==> config.mk <==
export PLATFORM = sky130hd
export DESIGN_NAME = dmd_divctl
export DESIGN_NICKNAME = d
export VERILOG_FILES = /design/src/rtl/dmd_pkg.sv /design/src/rtl/dmd_decode.sv /design/src/rtl/dmd_shadow.sv /design/src/rtl/dmd_swallow_cnt.sv /design/src/rtl/dmd_divctl.sv
export SDC_FILE = /design/constraint.sdc
export NUM_CORES = 1
export LEC_CHECK = 0
export ABC_AREA = 1
export BUFFER_PORTS_ARGS = -buffer_cell sky130_fd_sc_hd__buf_4
export CAP_MARGIN = 20
export CORE_MARGIN = 2
export CORE_UTILIZATION = 50
export CTS_CLUSTER_SIZE = 30
export DETAILED_ROUTE_END_ITERATION = 8
export HOLD_SLACK_MARGIN = 0.08
export MAX_ROUTING_LAYER = met4
export PLACE_DENSITY = 0.76
export SETUP_SLACK_MARGIN = 0.3
export SYNTH_ARGS = -nofsm -noshare
export SYNTH_HDL_FRONTEND = slang
export SYNTH_SLANG_ARGS = --single-unit
==> constraint.sdc <==
create_clock -name clk -period 3 [get_ports clk]
set_input_delay 0.45 -clock clk [delete_from_list [all_inputs] [get_ports clk]]
set_output_delay 0.45 -clock clk [all_outputs]
set_load 0.05 [all_outputs]
==> src/rtl/dmd_pkg.sv <==
package dmd_pkg;
  localparam int unsigned BYTE_W  = 8;
  localparam int unsigned SW_W    = 7;
  localparam int unsigned MAIN_W  = 9;
  localparam int unsigned LO_MOD  = 80;
  localparam int unsigned SW_MAX  = 79;
  localparam int unsigned MAIN_MIN = 381;
  localparam int unsigned MAIN_MAX = 448;

  typedef struct packed {
    logic [SW_W-1:0]   sw;
    logic [MAIN_W-1:0] main;
  } tune_t;
endpackage

==> src/rtl/dmd_decode.sv <==
module dmd_decode
  import dmd_pkg::*;
(
  input  logic [BYTE_W-1:0] a_byte,
  input  logic [BYTE_W-1:0] n_byte,
  output tune_t             dec,
  output logic              sw_ok,
  output logic              main_ok
);
  always_comb begin
    dec.sw   = a_byte[SW_W-1:0];
    dec.main = {1'b1, n_byte};
    sw_ok    = (32'(dec.sw) <= SW_MAX);
    main_ok  = (32'(dec.main) >= MAIN_MIN) && (32'(dec.main) <= MAIN_MAX);
  end
endmodule

==> src/rtl/dmd_shadow.sv <==
module dmd_shadow
  import dmd_pkg::*;
#(
  parameter int unsigned RST_MAIN = 391,
  parameter int unsigned RST_SW   = 50
) (
  input  logic  clk,
  input  logic  rst_n,
  input  logic  a_load,
  input  logic  n_load,
  input  tune_t dec,
  input  logic  sw_ok,
  input  logic  main_ok,
  input  logic  boundary,
  output tune_t active,
  output logic  cfg_err
);
  tune_t staged;
  logic  bad_sw, bad_main;

  assign bad_sw   = a_load && !sw_ok;
  assign bad_main = n_load && !main_ok;

  always_ff @(posedge clk or negedge rst_n) begin
    if (!rst_n) begin
      staged.sw   <= SW_W'(RST_SW);
      staged.main <= MAIN_W'(RST_MAIN);
      active.sw   <= SW_W'(RST_SW);
      active.main <= MAIN_W'(RST_MAIN);
      cfg_err     <= 1'b0;
    end else begin
      if (a_load && sw_ok)   staged.sw   <= dec.sw;
      if (n_load && main_ok) staged.main <= dec.main;
      if (boundary)          active      <= staged;
      if (bad_sw || bad_main)     cfg_err <= 1'b1;
      else if (a_load || n_load)  cfg_err <= 1'b0;
    end
  end

  AST_SW_KEPT: assert property (@(posedge clk) disable iff (!rst_n)
    bad_sw |=> staged.sw == $past(staged.sw));
  AST_MAIN_KEPT: assert property (@(posedge clk) disable iff (!rst_n)
    bad_main |=> staged.main == $past(staged.main));
  AST_ERR_RAISED: assert property (@(posedge clk) disable iff (!rst_n)
    (bad_sw || bad_main) |=> cfg_err);
  AST_ACTIVE_HELD: assert property (@(posedge clk) disable iff (!rst_n)
    !boundary |=> $stable(active));
  AST_ACTIVE_LEGAL: assert property (@(posedge clk) disable iff (!rst_n)
    32'(active.main) >= MAIN_MIN && 32'(active.main) <= MAIN_MAX
    && 32'(active.sw) <= SW_MAX);
endmodule

==> src/rtl/dmd_swallow_cnt.sv <==
module dmd_swallow_cnt
  import dmd_pkg::*;
(
  input  logic  clk,
  input  logic  rst_n,
  input  tune_t active,
  output logic  mod_hi,
  output logic  boundary
);
  logic [MAIN_W-1:0] cnt;

  assign boundary = (cnt == active.main - MAIN_W'(1));
  assign mod_hi   = (cnt < MAIN_W'(active.sw));

  always_ff @(posedge clk or negedge rst_n) begin
    if (!rst_n)        cnt <= '0;
    else if (boundary) cnt <= '0;
    else               cnt <= cnt + MAIN_W'(1);
  end

  AST_CNT_BELOW_MAIN: assert property (@(posedge clk) disable iff (!rst_n)
    cnt < active.main);
  AST_WRAP_AFTER_PULSE: assert property (@(posedge clk) disable iff (!rst_n)
    boundary |=> cnt == '0);
  AST_HI_ENDS_AT_SW: assert property (@(posedge clk) disable iff (!rst_n)
    $fell(mod_hi) |-> cnt == MAIN_W'(active.sw));
endmodule

==> src/rtl/dmd_divctl.sv <==
module dmd_divctl
  import dmd_pkg::*;
#(
  parameter int unsigned RST_MAIN = 391,
  parameter int unsigned RST_SW   = 50
) (
  input  logic              clk,
  input  logic              rst_n,
  input  logic [BYTE_W-1:0] a_byte,
  input  logic              a_load,
  input  logic [BYTE_W-1:0] n_byte,
  input  logic              n_load,
  output logic              mod_hi,
  output logic              div_out,
  output logic              cfg_err
);
  tune_t dec, active;
  logic  sw_ok, main_ok, boundary;

  dmd_decode u_dec (
    .a_byte (a_byte),
    .n_byte (n_byte),
    .dec    (dec),
    .sw_ok  (sw_ok),
    .main_ok(main_ok)
  );

  dmd_shadow #(.RST_MAIN(RST_MAIN), .RST_SW(RST_SW)) u_shadow (
    .clk     (clk),
    .rst_n   (rst_n),
    .a_load  (a_load),
    .n_load  (n_load),
    .dec     (dec),
    .sw_ok   (sw_ok),
    .main_ok (main_ok),
    .boundary(boundary),
    .active  (active),
    .cfg_err (cfg_err)
  );

  dmd_swallow_cnt u_cnt (
    .clk     (clk),
    .rst_n   (rst_n),
    .active  (active),
    .mod_hi  (mod_hi),
    .boundary(boundary)
  );

  assign div_out = boundary;

  AST_SINGLE_PULSE: assert property (@(posedge clk) disable iff (!rst_n)
    div_out |=> !div_out);
  AST_GOOD_LOAD_CLEARS: assert property (@(posedge clk) disable iff (!rst_n)
    ((a_load && sw_ok && !(n_load && !main_ok)) ||
     (n_load && main_ok && !(a_load && !sw_ok))) |=> !cfg_err);
endmodule

==> results.yml <==
die:
  die-area_mm2: 0.00551
  rows: 25
  start_util: 0.519
  die_w_um: 74.2
  core_mm2: 0.00475
  top_level_ports: 23
  fp.dieH_um: 74.2
logic_synthesis:
  ys_seq_area_frac: 0.413
  synth.most_common_cell: "nand2_1"
  yosysTopAreaCell: "dfrtp_1"
  synthTopCellsByArea: "dfrtp_1, nand2_1, dfstp_2, inv_1, nand3_1"
  netlist_area_mm2: 0.00247
  ys_types: 30
  syn_inst: 327
  yosysWarnings: 0
  ys_seq_elements: 40
  synth_nets: 355
  synth_common_cells: "nand2_1, inv_1, nand3_1"
  synth_top_flop_cell: "dfrtp_1"
  yosysTopAreaCellShare: 0.264
  synth-edff-count: 0
  avgSynthCellArea_um2: 7.55
  async_flop_share: 1.00
pwr:
  leakagePower_nw: 1.49
  power.density_mw_per_mm2: 407
  pwr-share-comb: 0.067
  power_frac_seq: 0.528
  p_sw_mw: 0.270
  p_clk_frac: 0.405
  p_sw_frac: 0.239
  ir_drop_v: 0.000266
  internal-power_mw: 0.863
final_layout:
  drive_above_1_share: 0.239
  diodes: 0
  utilization: 0.585
  finalNonFillerCells: 418
  area_growth_pct: 12.7
  fin_area_mm2: 0.00278
  fin_nets: 378
timing:
  hold_violations: 0
  rsz0062_at_grt: "no"
  slew_headroom: 0.678
  skew_ns: 0.0109
  layout_min_cycle_time_ns: 2.52
  finalCritPeriodShare: 0.838
  worst_pin_slew_ns: 0.471
  report.final.setup_viol: 0
  fin_setup_tns_ns: 0
  slew_violations: 0
  max_freq_mhz: 398
clocking:
  hold_buffers: 0
  clk_pin_slew_worst_paths_ns: 0.09
  cts_sinks: 40
  cts_buffers: 5
  clk_path_buf_depth: 2
  htreeDepth: 2
  ctsRootBufferMaster: "clkbuf_8"
  cts_tree: "yes"
  worstSkewPairLatency_ns: 0.30
grt:
  grt_start_max_net_pins: 41
  antenna_found_initial: 0
  first_global_vias: 1970
  grt_pass1_wl_um: 8290
  grtUsageTotal: 0.204
  gr-total-overflow: 0
worst_setup_path:
  r2r_start: "u_shadow.active[0]"
  critPathArrivalTime_ns: 2.07
  crit_type: "flip-flop to output port"
  crit_start: "u_shadow.active[0]"
  critPathCaptureType: "output port"
  cp-start-kind: "flip-flop"
  required_ns: 2.55
  cp_max_fo: 16
drt:
  wirelength_um: 4520
  viasPerCell: 4.80
  wire_per_inst_um: 10.8
  vias: 2008
  ant_nets: 0
  first_pass_iters: 4
  drt_iter0_drc: 117
  drc_errors: 0
place:
  io_buffers: 21
  post_dp_cell_area_mm2: 0.00265
  globalplace.congestion: 0.867
  dp_hpwl_um: 3430
  dpl.cell_count: 410
status:
  outcome: "finished, final reports clean"
run:
  drv_cap: 0
min_path:
  hold_class: "input pin to asynchronous set/reset pin"
-- state kept, by name (all words and copies together) (netlist names) --
name              cells
u_shadow.active      15
u_shadow.staged      15
u_shadow.cfg_err      1
u_cnt.cnt             9
-- kinds of logic (layout without fill, tap and decap cells) --
family                   after synthesis  count (layout)  share of synthesized area
AO/OA/AOI/OAI                         23              23                     0.0517
XOR/XNOR                               9               9                     0.0319
adder cells (fa/ha/maj)                8               8                     0.0406
buffers and inverters                 70              94                      0.123
flip-flops                            40              40                      0.413
AND/OR/NAND/NOR                      177             177                      0.340
-- timing repair --
item	CTS	global route
resized for setup	0	2
endpoints found under the setup margin	0	1
buffers inserted	0	0
-- routing by layer --
metal / part of all wire / wire length (um) / GRT usage
met1: 0.45 / 2020 / 0.235
met2: 0.48 / 2180 / 0.335
met3: 0.035 / 157 / 0.0447
met4: 0.035 / 159 / 0.107
met5: 0 / 0 / -
-- worst max-delay path, stage by stage (launching register included) --
cell and delay, ns:
dfstp_2 0.57, inv_2 0.08, ha_4 0.18, nand2_2 0.08
nor2_2 0.06, nand3_1 0.11, nand2_2 0.09, nor2_8 0.26
nand3_4 0.11, inv_2 0.05, buf_4 0.18
-- power by group through the flow --
stage	Clock [mW]	Sequential, mW	Combinational, mW
CTS	0.467	0.598	0.0790
finish	0.459	0.598	0.0764
global placement	0	0.606	0.0758
global route	0.492	0.602	0.0907
detailed placement	0	0.608	0.0787
floorplan	0	0.606	0.0347
-- area by class of cell --
cell class | count | area (um2)
fillers | 468 | 1970
inverters | 64 | 240
flip-flops and latches | 40 | 1020
multi-input cells | 217 | 1160
repair buffers | 22 | 165
well taps | 67 | 83.8
clock buffers | 5 | 68.8
clock inverters | 3 | 46.3
-- path summary, 6_finish.rpt --
path / slack, ns / cells after the start / end
max: 0.48 / 10 / div_out
min: 0.10 / 1 / u_cnt.cnt[2]
max reg2reg: 0.93 / 11 / u_shadow.active[9]
min reg2reg: 0.47 / 2 / u_shadow.active[10]
max in group asynchronous: 2.53 / 1 / u_shadow.active[14]
min in group clk: 0.35 / 3 / u_shadow.staged[11]
-- cells in the final DEF (no fill, tap or decap), drive strengths merged, types with 2 or more instances in the layout --
| cell | n |
|---|---|
| nand2 | 118 |
| inv | 64 |
| nand3 | 29 |
| dfrtp | 26 |
| nor2 | 25 |
| buf | 22 |
| o21ai | 15 |
| dfstp | 14 |
| ha | 8 |
| xor2 | 5 |
| clkbuf | 5 |
| a21oi | 5 |
| xnor2 | 4 |
| nand4 | 3 |
| nor3 | 2 |
-- per-stage QoR --
step | power [mW] | worst slack (ns) | hold slack, ns
floorplan | 0.641 | 0.637 | 0.154
global placement | 0.682 | 0.712 | 0.446
detailed placement | 0.687 | 0.683 | 0.452
CTS | 1.14 | 0.336 | 0.118
global route | 1.18 | 0.341 | 0.138
finish | 1.13 | 0.485 | 0.105
Power figures use the tool's default switching activity.
